==> config.mk <==
export PLATFORM = sky130hd
export DESIGN_NAME = ccdLineTimer
export DESIGN_NICKNAME = d
export VERILOG_FILES = /design/src/rtl/ccdTimerPkg.sv /design/src/rtl/ccdTimerCtrl.sv /design/src/rtl/ccdTimerDp.sv /design/src/rtl/ccdLineTimer.sv
export SDC_FILE = /design/constraint.sdc
export NUM_CORES = 1
export LEC_CHECK = 0
export ABC_AREA = 1
export CAP_MARGIN = 10
export CORE_MARGIN = 5
export CORE_UTILIZATION = 55
export CTS_BUF_LIST = sky130_fd_sc_hd__clkbuf_16
export DETAILED_ROUTE_END_ITERATION = 10
export MAX_ROUTING_LAYER = met4
export PLACE_DENSITY = 0.77
export SYNTH_ARGS = -nofsm -noshare
export SYNTH_HDL_FRONTEND = slang
export SYNTH_SLANG_ARGS = --single-unit
==> constraint.sdc <==
create_clock -name clk -period 9.25 [get_ports clk]
set_input_delay 0.925 -clock clk [delete_from_list [all_inputs] [get_ports clk]]
set_output_delay 0.925 -clock clk [all_outputs]
set_load 0.01 [all_outputs]
==> src/rtl/ccdTimerPkg.sv <==
`timescale 1ns/1ps
package ccdTimerPkg;

  typedef enum logic [1:0] {
    CLS_NONE   = 2'd0,
    CLS_DARK   = 2'd1,
    CLS_ACTIVE = 2'd2,
    CLS_TAIL   = 2'd3
  } pixClass_e;

  localparam logic [1:0] SEL_RED   = 2'b01;
  localparam logic [1:0] SEL_GREEN = 2'b10;
  localparam logic [1:0] SEL_BLUE  = 2'b11;

  typedef struct packed {
    logic      lineStart;
    logic      phiHold;
    logic      phiFlip;
    logic      tgOn;
    logic      rbOn;
    logic      sample;
    pixClass_e cls;
    logic [1:0] sel;
  } strobe_t;

endpackage

==> src/rtl/ccdTimerCtrl.sv <==
`timescale 1ns/1ps
module ccdTimerCtrl
  import ccdTimerPkg::*;
#(
  parameter int PIX_CLKS   = 50,
  parameter int RB_LEAD    = 13,
  parameter int RB_WIDTH   = 3,
  parameter int GUARD_CLKS = 50,
  parameter int TG_CLKS    = 500,
  parameter int SAMPLE_CLK = 40,
  parameter int OB_PIX     = 48,
  parameter int VALID_PIX  = 2700,
  parameter int TAIL_PIX   = 21,
  parameter int LEN_W      = 13
) (
  input  logic             clk,
  input  logic             rst,
  input  logic [LEN_W-1:0] lineLen,
  input  logic             colorMode,
  output strobe_t          stb,
  output logic [LEN_W-1:0] idx
);

  localparam int HALF      = PIX_CLKS / 2;
  localparam int SLOT      = PIX_CLKS / 3;
  localparam int XFER_PIX  = (2 * GUARD_CLKS + TG_CLKS + PIX_CLKS - 1) / PIX_CLKS;
  localparam int XFER_CLKS = XFER_PIX * PIX_CLKS;
  localparam int MIN_LINE  = OB_PIX + VALID_PIX + TAIL_PIX;
  localparam int PC_W      = $clog2(PIX_CLKS);
  localparam int XT_W      = $clog2(XFER_CLKS + 1);

  localparam logic [PC_W-1:0]  PC_LAST  = PC_W'(PIX_CLKS - 1);
  localparam logic [PC_W-1:0]  PC_HALF  = PC_W'(HALF);
  localparam logic [PC_W-1:0]  PC_SLOT1 = PC_W'(SLOT);
  localparam logic [PC_W-1:0]  PC_SLOT2 = PC_W'(2 * SLOT);
  localparam logic [PC_W-1:0]  PC_RBBEG = PC_W'(RB_LEAD);
  localparam logic [PC_W-1:0]  PC_RBEND = PC_W'(RB_LEAD + RB_WIDTH);
  localparam logic [PC_W-1:0]  PC_SMP   = PC_W'(SAMPLE_CLK);
  localparam logic [XT_W-1:0]  XT_TGBEG = XT_W'(GUARD_CLKS);
  localparam logic [XT_W-1:0]  XT_TGEND = XT_W'(GUARD_CLKS + TG_CLKS);
  localparam logic [LEN_W-1:0] LN_MIN   = LEN_W'(MIN_LINE);
  localparam logic [LEN_W-1:0] LN_DARK  = LEN_W'(OB_PIX);
  localparam logic [LEN_W-1:0] LN_ACT   = LEN_W'(OB_PIX + VALID_PIX);
  localparam logic [LEN_W-1:0] LN_XLAST = LEN_W'(XFER_PIX - 1);

  logic [PC_W-1:0]  pc;
  logic             inXfer;
  logic [LEN_W-1:0] pixCnt;
  logic [LEN_W-1:0] lenQ;
  logic             modeQ;
  logic [1:0]       colorIdx;

  logic             lineFirst;
  logic [LEN_W-1:0] lenIn;
  logic [LEN_W-1:0] lenEff;
  logic             modeEff;
  logic [XT_W-1:0]  xferT;
  logic             pcLast;

  assign lineFirst = inXfer && (pixCnt == '0) && (pc == '0);
  assign lenIn     = (lineLen < LN_MIN) ? LN_MIN : lineLen;
  assign lenEff    = lineFirst ? lenIn : lenQ;
  assign modeEff   = lineFirst ? colorMode : modeQ;
  assign xferT     = XT_W'(pixCnt) * XT_W'(PIX_CLKS) + XT_W'(pc);
  assign pcLast    = (pc == PC_LAST);

  // Line sequencing: free-running pixel phase, phase flag, pixel counter
  always_ff @(posedge clk) begin
    if (rst) begin
      pc       <= '0;
      inXfer   <= 1'b1;
      pixCnt   <= '0;
      lenQ     <= LN_MIN;
      modeQ    <= 1'b0;
      colorIdx <= 2'd0;
    end else begin
      if (lineFirst) begin
        lenQ  <= lenIn;
        modeQ <= colorMode;
      end
      if (pcLast) begin
        pc <= '0;
        if (inXfer) begin
          if (pixCnt == LN_XLAST) begin
            inXfer <= 1'b0;
            pixCnt <= '0;
          end else begin
            pixCnt <= pixCnt + 1'b1;
          end
        end else if (pixCnt == lenEff - 1'b1) begin
          inXfer   <= 1'b1;
          pixCnt   <= '0;
          colorIdx <= (colorIdx == 2'd2) ? 2'd0 : colorIdx + 2'd1;
        end else begin
          pixCnt <= pixCnt + 1'b1;
        end
      end else begin
        pc <= pc + 1'b1;
      end
    end
  end

  // Strobe decode for the current position
  always_comb begin
    stb           = '0;
    stb.lineStart = lineFirst;
    stb.phiHold   = inXfer;
    stb.phiFlip   = !inXfer && (((pc == '0) && (pixCnt != '0)) || (pc == PC_HALF));
    stb.tgOn      = inXfer && (xferT >= XT_TGBEG) && (xferT < XT_TGEND);
    stb.rbOn      = (pc >= PC_RBBEG) && (pc < PC_RBEND);
    stb.sample    = !inXfer && (pc == PC_SMP);
    if (inXfer)                stb.cls = CLS_NONE;
    else if (pixCnt < LN_DARK) stb.cls = CLS_DARK;
    else if (pixCnt < LN_ACT)  stb.cls = CLS_ACTIVE;
    else                       stb.cls = CLS_TAIL;
    if (modeEff) begin
      if (pc < PC_SLOT1)      stb.sel = SEL_RED;
      else if (pc < PC_SLOT2) stb.sel = SEL_GREEN;
      else                    stb.sel = SEL_BLUE;
    end else begin
      case (colorIdx)
        2'd0:    stb.sel = SEL_RED;
        2'd1:    stb.sel = SEL_GREEN;
        default: stb.sel = SEL_BLUE;
      endcase
    end
    idx = inXfer ? '0 : pixCnt;
  end

  AST_XFER_BOUND: assert property (@(posedge clk) disable iff (rst)
    inXfer |-> (pixCnt <= LN_XLAST));

  AST_READ_BOUND: assert property (@(posedge clk) disable iff (rst)
    !inXfer |-> (pixCnt < lenQ));

  AST_COLOR_STEP: assert property (@(posedge clk) disable iff (rst)
    (colorIdx != $past(colorIdx)) |-> lineFirst);

endmodule

==> src/rtl/ccdTimerDp.sv <==
`timescale 1ns/1ps
module ccdTimerDp
  import ccdTimerPkg::*;
#(
  parameter int CLK_NS     = 20,
  parameter int GUARD_CLKS = 50,
  parameter int LEN_W      = 13
) (
  input  logic             clk,
  input  logic             rst,
  input  strobe_t          stb,
  input  logic [LEN_W-1:0] idxIn,
  output logic             phi1,
  output logic             phi2,
  output logic             phiRb,
  output logic             phiTg,
  output logic [1:0]       colorSel,
  output logic             lineStart,
  output logic             sampleStb,
  output logic [1:0]       pixClass,
  output logic [LEN_W-1:0] pixIdx
);

  localparam int AGE_W     = 16;
  localparam int MIN_RB_NS = 250;

  logic             phi1Q;
  logic             phi1Next;
  logic             rbQ;
  logic             tgQ;
  logic [1:0]       selQ;
  logic             startQ;
  logic             smpQ;
  logic [1:0]       clsQ;
  logic [LEN_W-1:0] idxQ;

  // Timing monitors used by the guard assertions
  logic [AGE_W-1:0] phiAge;
  logic [AGE_W-1:0] tgLow;
  logic [AGE_W-1:0] rbGap;
  logic             rbPrev;

  // Single toggle register for both shift phases
  always_comb begin
    if (stb.phiHold)      phi1Next = 1'b1;
    else if (stb.phiFlip) phi1Next = ~phi1Q;
    else                  phi1Next = phi1Q;
  end

  always_ff @(posedge clk) begin
    if (rst) begin
      phi1Q  <= 1'b1;
      rbQ    <= 1'b0;
      tgQ    <= 1'b0;
      selQ   <= SEL_RED;
      startQ <= 1'b0;
      smpQ   <= 1'b0;
      clsQ   <= 2'd0;
      idxQ   <= '0;
    end else begin
      phi1Q  <= phi1Next;
      rbQ    <= stb.rbOn;
      tgQ    <= stb.tgOn;
      selQ   <= stb.sel;
      startQ <= stb.lineStart;
      smpQ   <= stb.sample;
      clsQ   <= stb.cls;
      idxQ   <= idxIn;
    end
  end

  always_ff @(posedge clk) begin
    if (rst) begin
      phiAge <= '0;
      tgLow  <= '1;
      rbGap  <= '1;
      rbPrev <= 1'b0;
    end else begin
      if (phi1Next != phi1Q)  phiAge <= '0;
      else if (phiAge != '1)  phiAge <= phiAge + 1'b1;
      if (tgQ)                tgLow <= '0;
      else if (tgLow != '1)   tgLow <= tgLow + 1'b1;
      if (rbQ && !rbPrev)     rbGap <= AGE_W'(1);
      else if (rbGap != '1)   rbGap <= rbGap + 1'b1;
      rbPrev <= rbQ;
    end
  end

  assign phi1      = phi1Q;
  assign phi2      = ~phi1Q;
  assign phiRb     = rbQ;
  assign phiTg     = tgQ;
  assign colorSel  = selQ;
  assign lineStart = startQ;
  assign sampleStb = smpQ;
  assign pixClass  = clsQ;
  assign pixIdx    = idxQ;

  AST_SEL_LEGAL: assert property (@(posedge clk) disable iff (rst)
    selQ != 2'b00);

  AST_TG_GUARD_PRE: assert property (@(posedge clk) disable iff (rst)
    $rose(tgQ) |-> (32'(phiAge) >= GUARD_CLKS));

  AST_TG_GUARD_POST: assert property (@(posedge clk) disable iff (rst)
    (phi1Q != $past(phi1Q)) |-> (32'(tgLow) >= GUARD_CLKS));

  AST_TG_IN_XFER: assert property (@(posedge clk) disable iff (rst)
    tgQ |-> (clsQ == 2'd0));

  AST_RB_PERIOD: assert property (@(posedge clk) disable iff (rst)
    $rose(rbQ) |-> ((32'(rbGap) * CLK_NS) >= MIN_RB_NS));

  AST_CLASS_ORDER: assert property (@(posedge clk) disable iff (rst)
    (clsQ != $past(clsQ)) |-> (clsQ == 2'($past(clsQ) + 2'd1)));

  AST_SAMPLE_CLASSED: assert property (@(posedge clk) disable iff (rst)
    smpQ |-> (clsQ != 2'd0));

endmodule

==> src/rtl/ccdLineTimer.sv <==
`timescale 1ns/1ps
module ccdLineTimer
  import ccdTimerPkg::*;
#(
  parameter int CLK_NS     = 20,
  parameter int PIX_CLKS   = 50,
  parameter int RB_LEAD    = 13,
  parameter int RB_WIDTH   = 3,
  parameter int GUARD_CLKS = 50,
  parameter int TG_CLKS    = 500,
  parameter int SAMPLE_CLK = 40,
  parameter int OB_PIX     = 48,
  parameter int VALID_PIX  = 2700,
  parameter int TAIL_PIX   = 21,
  parameter int LEN_W      = 13
) (
  input  logic             clk,
  input  logic             rst,
  input  logic [LEN_W-1:0] lineLen,
  input  logic             colorMode,
  output logic             phi1,
  output logic             phi2,
  output logic             phiRb,
  output logic             phiTg,
  output logic [1:0]       colorSel,
  output logic             lineStart,
  output logic             sampleStb,
  output logic [1:0]       pixClass,
  output logic [LEN_W-1:0] pixIdx
);

  strobe_t          stb;
  logic [LEN_W-1:0] idx;

  ccdTimerCtrl #(
    .PIX_CLKS  (PIX_CLKS),
    .RB_LEAD   (RB_LEAD),
    .RB_WIDTH  (RB_WIDTH),
    .GUARD_CLKS(GUARD_CLKS),
    .TG_CLKS   (TG_CLKS),
    .SAMPLE_CLK(SAMPLE_CLK),
    .OB_PIX    (OB_PIX),
    .VALID_PIX (VALID_PIX),
    .TAIL_PIX  (TAIL_PIX),
    .LEN_W     (LEN_W)
  ) i_ctrl (
    .clk      (clk),
    .rst      (rst),
    .lineLen  (lineLen),
    .colorMode(colorMode),
    .stb      (stb),
    .idx      (idx)
  );

  ccdTimerDp #(
    .CLK_NS    (CLK_NS),
    .GUARD_CLKS(GUARD_CLKS),
    .LEN_W     (LEN_W)
  ) i_dp (
    .clk      (clk),
    .rst      (rst),
    .stb      (stb),
    .idxIn    (idx),
    .phi1     (phi1),
    .phi2     (phi2),
    .phiRb    (phiRb),
    .phiTg    (phiTg),
    .colorSel (colorSel),
    .lineStart(lineStart),
    .sampleStb(sampleStb),
    .pixClass (pixClass),
    .pixIdx   (pixIdx)
  );

endmodule

==> impl_metrics.toml, run 1 <==
[global_routing]
grt_max_degree = 23
global_route.usage.met1_pct = 26.6
grt_antenna_before_repair = 0
grt.total_usage_pct = 23.1
top_usage_layer = "met2"
met2_usage_pct = 39.4
grt_pass1_vias = 3537
grt-ovfl-total = 0
use_met3_pct = 4.42
grt_pass1_wl_um = 15900

[timing]
skew_ns = 0.00658
finalSetupTns_ns = 0
slew_headroom_pct = 43.0
holdWs_ns = 0.486
rsz0062_at_grt = "false"
final.min_clock_period_ns = 3.77
hold_violations = 0
fin_crit_sh_pct = 40.7
setup_viol = 0
maxSlewViolCount = 0
worstMarginPinSlew_ns = 0.852
clock.fmax_mhz = 265

[routing]
drc = 0
drtIter0Drc = 201
vias = 3657
routed_wirelength_um = 9440
antenna_left = 0
wire_per_inst_um = 13.8
viasPerCell = 5.34
drt_first_pass_iters = 5

[cts]
clkTransAtPathRegs_ns = 0.05
numCtsBuffers = 9
htree_levels = 3
insertion_delay_ns = 0.33
cts-root-buf = "clkbuf_16"
cts_setup_buffers = 0
cts_resized = 0
cts_tree = "yes"
cts.sinks = 58
hold_buffers = 0
clk_path_buf_depth = 2

[synthesis]
synth_top_family_by_area = "simple AND/OR/NAND/NOR gates"
synth_area_leaders = "dfxtp_1 29%, ha_1 9.1%, nand2_1 9.0%"
ys_seq_area_share_pct = 29.1
syn-num-nets = 590
ys.flop_type = "dfxtp_1"
yosysTopAreaCellShare_pct = 29.1
ys_seq_elements = 58
ys_types = 43
synth.cell_area_sq_um = 3990
synth_warnings = 0
synth_edf_count = 0
yosys.area.top_type = "dfxtp_1"
synthArstFlopShare_pct = 0
yosys.area_share.simple_pct = 34.2
syn-instance-count = 541
synth_area_per_cell_sq_um = 7.37
synthMuxAreaShare_pct = 0.251
synth_xor_area_share_pct = 5.05
synth_compound_area_share_pct = 11.1
synthAdderAreaFrac_pct = 11.1

[setup_path]
critPathKind = "input port to flop"
crit_top_cell = "nand2_1"
critical-path-slowest-cell = "clkdlybuf4s50_1"
max_stage_delay_ns = 0.48
worstPathRequired_ns = 9.43
critPathCaptureType = "flop"
arrival_ns = 3.95
path_cells = "clkdlybuf4s50_1 > inv_1 > nand2_1 > nor2_1 > nand2_1 > nand2_1 > nor2_1 > nor2_1 > nor2_4 > ha_1 > a21oi_1 > o21a_1 > nand2_1 > nor2_1 > nand3_1 > a21oi_1 > nand2_1 > nor2_2 > nand3_2 > nand2_4 > o22ai_1"
worst-path-max-fanout = 13
cp_top_family = "simple AND/OR/NAND/NOR gates"
start_kind = "input port"
critPathBufInv = 2

[placement]
hpwl_um = 6970
gp_congestion = 0.920
portBuffers = 38
dp_cells = 670

[pwr]
power.density_nw_per_um2 = 146
p_leak_uw = 0.00216
irDropWorstVdd_mv = 0.113

[die]
initial_core_util_pct = 55.8
die_x_um = 95.1
die_area_sq_um = 9050
die_h_um = 95.1
core_area_sq_um = 7140
rows = 31
pin_count = 39

[finish]
fin_nets = 631
final_common_cell = "nand2_1"
multiInputGateArea_sq_um = 2460
antenna_cells = 0
drive_gt1_share_pct = 12.3
nFillCells = 647
fin_util_pct = 65.9
area_delta_synth_final_pct = 18.0
final_cells = 685
seq_area_sq_um = 1160
layout_common_cells = "96 x nand2_1, 74 x inv_1, 71 x nor2_1"

[job]
maxCapViolCount = 0

[status]
outcome = "complete, no violations"

[worst_hold_path]
min_path_type = "flop to flop"
## per-layer routing
metal	share of wire, %	routed length [um]	vias up
met1	43	4090	1726
met2	50	4710	96
met4	2.1	197	0
met5	0	0	-
li1	-	-	1814
met3	4.8	450	21
## registers in the layout, indices dropped and copies added, names as in the netlist
register and count:
i_dp.phiTg 1, i_dp.phi1 1, i_ctrl.lenQ 13, i_dp.pixClass 2, i_dp.colorSel 2, i_dp.phiRb 1, i_ctrl.inXfer 1, i_ctrl.pixCnt 13
i_dp.sampleStb 1, i_ctrl.pc 6, i_ctrl.colorIdx 2, i_ctrl.modeQ 1, i_dp.pixIdx 13, i_dp.lineStart 1
## worst register-to-register path: stages (launching register included)
cell,delay [ns]
dfxtp_1,0.38
inv_1,0.22
ha_1,0.21
nand2_1,0.06
inv_1,0.05
nand3_1,0.12
nor2_4,0.24
nand2_4,0.26
nand2_1,0.23
nand2_4,0.10
ha_1,0.32
a21oi_1,0.15
o21a_1,0.13
nand2_1,0.05
nor2_1,0.09
nand3_1,0.09
a21oi_1,0.12
nand2_1,0.08
nor2_2,0.15
nand3_2,0.11
nand2_4,0.21
o22ai_1,0.12
## worst paths after layout
| check | startpoint | end | slack (ns) | cells after the start |
|---|---|---|---|---|
| worst min-delay path | i_ctrl.pc[0] | i_ctrl.pc[0] | 0.49 | 1 |
| worst max-delay path | lineLen[10] | i_ctrl.pixCnt[7] | 5.48 | 21 |
| worst min register to register | i_ctrl.pc[0] | i_ctrl.pc[0] | 0.49 | 1 |
| worst max register to register | i_ctrl.pixCnt[2] | i_ctrl.pixCnt[7] | 5.64 | 21 |
## layout make-up
cell class,count,area share (%)
Inverter,81,6.47
Multi-Input combinational cell,394,52.3
Timing Repair Buffer,38,8.09
Sequential cell,58,24.7
Clock inverter,6,1.06
Clock buffer,9,4.79
Tap cell,99,2.63
## Yosys cell counts (all sizes together) (2+ instances only)
| cell | number |
|---|---|
| clkinv | 2 |
| nor2 | 91 |
| fa | 4 |
| o22ai | 12 |
| ha | 29 |
| o31ai | 2 |
| xor2 | 16 |
| nor3 | 6 |
| nand3b | 3 |
| nand4 | 7 |
| buf | 5 |
| o211ai | 3 |
| o21ai | 26 |
| nand2 | 114 |
| xnor2 | 7 |
| clkbuf | 3 |
| dfxtp | 58 |
| nand3 | 44 |
| a21oi | 22 |
| inv | 79 |
## report_power, final
| part | switching [uW] | internal, uW | total, uW | leakage [uW] |
|---|---|---|---|---|
| clock | 108 | 202 | 310 | 0.000139 |
| sequential | 3.94 | 258 | 262 | 0.000470 |
| combinational | 73.5 | 38.9 | 112 | 0.00156 |
## per-stage QoR
stage / area, sq um / power [uW] / setup WS, ns
CTS: 4700 / 687 / 5.50
detailed placement: 4430 / 377 / 5.17
finish: 4700 / 685 / 5.48
floorplan: 3990 / 354 / 6.01
global placement: 4430 / 374 / 5.29
global route: 4700 / 715 / 5.18
## cells by family after synthesis
kind of cell	count (synthesis)
AND/OR/NAND/NOR	269
adder cells (fa/ha/maj)	33
XOR/XNOR	23
flip-flops	58
AO/OA/AOI/OAI	68
multiplexers	1
buffers and inverters	89
Power figures use the tool's default switching activity.
==> inputs of run 2 (changes only) <==
==> constraint.sdc (replaced) <==
create_clock -name clk -period 3.9 [get_ports clk]
set_input_delay 0.39 -clock clk [delete_from_list [all_inputs] [get_ports clk]]
set_output_delay 0.39 -clock clk [all_outputs]
set_load 0.01 [all_outputs]
==> run 2 against run 1 <==
Against the previous run:
- count of clock-buffer cells in the layout stayed put
- worst hold slack worse by 0.0028 ns
- sequential share of layout area is 0.13 points lower
- critical path depth is 1 higher
- combinational power is 140% higher
- first-iteration DRC count is 11% lower
- via count is 1.6% lower
- clock power is 120% higher
- setup slack worse by 5.0 ns
- critical path type is now flop to flop
==> impl_metrics.toml, run 2 (synthesis gave the netlist of run 1 again) <==
[pwr]
p_clk_share_pct = 43.8
p_int_uw = 1130
power_frac_comb_pct = 17.0
power.total_uw = 1580
p_sw_uw = 455
sw_frac_of_total_pct = 28.7
p_leak_uw = 0.00218
seq_power_share_pct = 39.2
irDropWorstVdd_mv = 0.247
power.density_nw_per_um2 = 335

[setup_path]
r2r_setup_slack_ns = 0.48
critPathKind = "flop to flop"
arrival_ns = 3.68
worstPathRequired_ns = 4.16
r2r-end = "i_ctrl.colorIdx[1]"
worstRegToRegCells = 22
r2r-start = "i_ctrl.pixCnt[2]"
critPathCaptureType = "flop"
start_kind = "flop"
worst-path-max-fanout = 8

[die]
die_area_sq_um = 9050
die_x_um = 95.1
die_h_um = 95.1
initial_core_util_pct = 55.8
core_area_sq_um = 7140
rows = 31
pin_count = 39

[finish]
fin_nets = 636
seq_area_sq_um = 1160
layout_common_cells = "96 x nand2_1, 74 x inv_1, 71 x nor2_1"
antenna_cells = 0
drive_gt1_share_pct = 13.5
area_delta_synth_final_pct = 18.6
multiInputGateArea_sq_um = 2460
nFillCells = 633
final_common_cell = "nand2_1"
final_cells = 691

[global_routing]
grt_antenna_before_repair = 0
grt_max_degree = 21
grt_pass1_wl_um = 15600
grt-ovfl-total = 0
grt_pass1_vias = 3513
grt.total_usage_pct = 22.5

[routing]
wire_per_inst_um = 13.5
drc = 0
drtIter0Drc = 178
viasPerCell = 5.21
antenna_left = 0
vias = 3597
drt_first_pass_iters = 4
routed_wirelength_um = 9300

[placement]
gp_congestion = 0.890
hpwl_um = 7010
portBuffers = 38
dp_cells = 675

[job]
maxCapViolCount = 0

[timing]
maxSlewViolCount = 0
finalSetupTns_ns = 0
rsz0062_at_grt = "false"
fin_crit_sh_pct = 87.7
skew_ns = 0.00658
hold_violations = 0
worstMarginPinSlew_ns = 0.677
clock.fmax_mhz = 292
final.min_clock_period_ns = 3.42
slew_headroom_pct = 54.6
setup_viol = 0

[cts]
cts.sinks = 58
clkTransAtPathRegs_ns = 0.05
htree_levels = 3
cts_resized = 0
numCtsBuffers = 9
insertion_delay_ns = 0.33
hold_buffers = 0
cts-root-buf = "clkbuf_16"
clk_path_buf_depth = 2
cts_tree = "yes"
cts_setup_buffers = 0

[worst_hold_path]
holdCritStartpoint = "i_ctrl.pc[0]"
min_to = "i_ctrl.pc[0]"
whs_path_depth = 1
min_path_type = "flop to flop"

[status]
outcome = "complete, no violations"
==> run 2: layer usage <==
metal  vias to the layer above  part of all wire (%)  global-route usage, %  wire length (um)
met2                        93                    50                   38.5              4680
li1                       1831                     -                      -                 -
met1                      1657                    43                   25.8              3970
met5                         -                     0                      -                 0
met3                        16                   5.3                   4.58               494
met4                         0                   1.6                   8.65               150
==> run 2: worst max path at each step <==
| stage | from | to | cells after the start |
|---|---|---|---|
| after CTS | i_ctrl.pixCnt[2] | i_ctrl.pixCnt[7] | 21 |
| after floorplan | i_ctrl.pixCnt[2] | i_ctrl.pixCnt[12] | 23 |
| final | i_ctrl.pixCnt[2] | i_ctrl.colorIdx[1] | 22 |
| after detailed placement | lineLen[12] | i_ctrl.pixCnt[7] | 21 |
| after global placement | lineLen[0] | i_ctrl.pixCnt[7] | 20 |
| after global routing | i_ctrl.pixCnt[2] | i_ctrl.colorIdx[1] | 22 |
==> run 2: critical path, stage by stage (launching register included) <==
cell     delay, ns
dfxtp_1       0.39
inv_1         0.22
ha_1          0.20
nand2_1       0.06
inv_1         0.05
nand3_1       0.10
nor2_4        0.24
nand2_4       0.19
nand2_1       0.20
nand2_4       0.10
ha_1          0.31
a21oi_1       0.15
o21a_1        0.13
nand2_1       0.05
nor2_1        0.08
nand3_1       0.08
a21oi_1       0.12
nand2_1       0.08
nor2_2        0.15
nand4_2       0.19
nand2_1       0.13
nand2_1       0.05
nor2_1        0.10
==> run 2: layout make-up <==
class	count	area share, %
sequential	58	24.6
timing repair buffer	43	8.84
inverter	81	6.43
multi-input combinational	394	52.0
clock buffer	9	4.76
clock inverter	7	0.794
tap	99	2.62
==> run 2: metrics by stage <==
step                      setup WS [ns]  hold WS, ns  cell area (sq um)  util, %
after floorplan                   0.894        0.433               3990        -
after global placement            0.480        0.474               4460     62.6
after detailed placement          0.403        0.485               4460     62.6
after CTS                         0.482        0.498               4730     66.2
after global routing             0.0559        0.537               4730     66.2
final                             0.479        0.483               4730     66.2
==> run 2: power groups by stage <==
stage,Clock [uW],Sequential (uW),Combinational (uW)
finish,692,621,269
global route,725,623,302
CTS,699,621,269
detailed placement,0,633,267
global placement,0,633,260
floorplan,0,633,205
==> inputs of run 3 (changes only) <==
--- a/config.mk
+++ b/config.mk
@@ -11,8 +11,9 @@
 export CORE_UTILIZATION = 55
 export CTS_BUF_LIST = sky130_fd_sc_hd__clkbuf_16
 export DETAILED_ROUTE_END_ITERATION = 10
+export DONT_BUFFER_PORTS = 1
 export MAX_ROUTING_LAYER = met4
-export PLACE_DENSITY = 0.77
+export PLACE_DENSITY = 0.7
 export SYNTH_ARGS = -nofsm -noshare
 export SYNTH_HDL_FRONTEND = slang
 export SYNTH_SLANG_ARGS = --single-unit
==> run 3 against run 2 <==
Against the previous run:
- critical path depth fell by 10
- first-iteration DRC count rose by 19%
- highest routed layer unchanged
- total power rose by 2.0%
==> impl_metrics.toml, run 3 (synthesis gave the netlist of run 1 again) <==
[status]
outcome = "complete, no violations"

[global_routing]
grt.total_usage_pct = 22.6
grt-ovfl-total = 0
grt_antenna_before_repair = 0
grt_pass1_vias = 3349
grt_max_degree = 23
grt_pass1_wl_um = 15400

[timing]
fin_crit_sh_pct = 88.6
rsz0062_at_grt = "false"
hold_violations = 0
skew_ns = 0.00497
final.min_clock_period_ns = 3.46
worstMarginPinSlew_ns = 0.708
clock.fmax_mhz = 289
maxSlewViolCount = 0
finalSetupTns_ns = 0
slew_headroom_pct = 52.5
setup_viol = 0

[pwr]
power.total_uw = 1610
power.density_nw_per_um2 = 370
p_leak_uw = 0.00204
irDropWorstVdd_mv = 0.249

[setup_path]
critPathKind = "flop to flop"
arrival_ns = 3.67
r2r-end = "i_dp.phiTg"
r2r-start = "i_ctrl.pixCnt[2]"
critPathCaptureType = "flop"
timing.critical_path.from = "i_ctrl.pixCnt[2]"
worstPathRequired_ns = 4.11
worstRegToRegCells = 12
start_kind = "flop"
endpoint = "i_dp.phiTg"
worst-path-max-fanout = 7
r2r_setup_slack_ns = 0.44

[finish]
area_delta_synth_final_pct = 9.48
layout_common_cells = "96 x nand2_1, 74 x inv_1, 71 x nor2_1"
drive_gt1_share_pct = 14.1
fin_nets = 597
fin_util_pct = 61.1
final_common_cell = "nand2_1"
antenna_cells = 0

[die]
die_area_sq_um = 9050
die_h_um = 95.1
rows = 31
initial_core_util_pct = 55.8
core_area_sq_um = 7140
die_x_um = 95.1
pin_count = 39

[routing]
viasPerCell = 5.26
wire_per_inst_um = 14.3
antenna_left = 0
drc = 0
drtIter0Drc = 211
routed_wirelength_um = 9320
vias = 3430
drt_first_pass_iters = 5

[cts]
clkTransAtPathRegs_ns = 0.05
cts_tree = "yes"
cts_resized = 0
insertion_delay_ns = 0.33
htree_levels = 3
cts_setup_buffers = 0
cts-root-buf = "clkbuf_16"
clk_path_buf_depth = 2
hold_buffers = 0
numCtsBuffers = 9
cts.sinks = 58

[job]
maxCapViolCount = 0

[placement]
portBuffers = 0
hpwl_um = 7090
gp_congestion = 0.918

[worst_hold_path]
holdCritStartpoint = "rst"
min_path_type = "input port to flop"
run 3: changes by cell type in the layout (fill, tap and decap cells not counted):
cell,change
clkdlybuf4s50_1,-38
clkinv_2,-2
buf_4,-1
bufinv_16,+1
clkinv_1,+1
run 3: worst max-delay path: stages, from the launching register on:
cell and delay, ns:
dfxtp_1 0.45, inv_1 0.17, ha_1 0.34, ha_1 0.31
fa_1 0.47, ha_1 0.36, xnor2_1 0.35, nand3b_1 0.16
xor2_1 0.16, nor3_1 0.29, nand3_1 0.12, nand3_1 0.09
a21oi_1 0.06
run 3: how the worst min path moves through the flow:
stage,cells past startpoint,endpoint
2_1_floorplan,1,i_ctrl.pc[0]
3_3_place_gp,1,i_ctrl.pc[0]
3_5_place_dp,1,i_ctrl.lenQ[2]
5_1_grt,1,i_ctrl.lenQ[8]
6_report,1,i_ctrl.lenQ[2]
4_1_cts,1,i_ctrl.modeQ
run 3: stage by stage:
step | instances | worst slack [ns] | hold slack [ns] | cell area [sq um]
final | 652 | 0.443 | 0.130 | 4360
after CTS | 652 | 0.455 | 0.120 | 4360
after detailed placement | 636 | 0.472 | 0.466 | 4080
after global routing | 652 | 0.161 | 0.123 | 4360
after global placement | 636 | 0.560 | 0.458 | 4080
after floorplan | 541 | 0.894 | 0.433 | 3990
run 3: final cells by class:
type	count	area, sq um
clock buffers	9	225
repair buffers	4	30.0
flip-flops and latches	58	1160
fillers	683	2770
multi-input cells	394	2460
clock inverters	7	61.3
well taps	99	124
inverters	81	304
run 3: report_power, final:
part	internal (uW)	switching [uW]	leakage [uW]
clock network	485	273	0.000138
logic	74.5	159	0.00144
registers	612	11.6	0.000470
run 3: layer usage:
metal | share of wire, % | vias up | global-route usage (%)
met1 | 42 | 1562 | 25.7
met5 | 0 | - | -
met3 | 5.0 | 16 | 4.34
met2 | 51 | 96 | 39.2
li1 | - | 1756 | -
met4 | 1.9 | 0 | 8.41
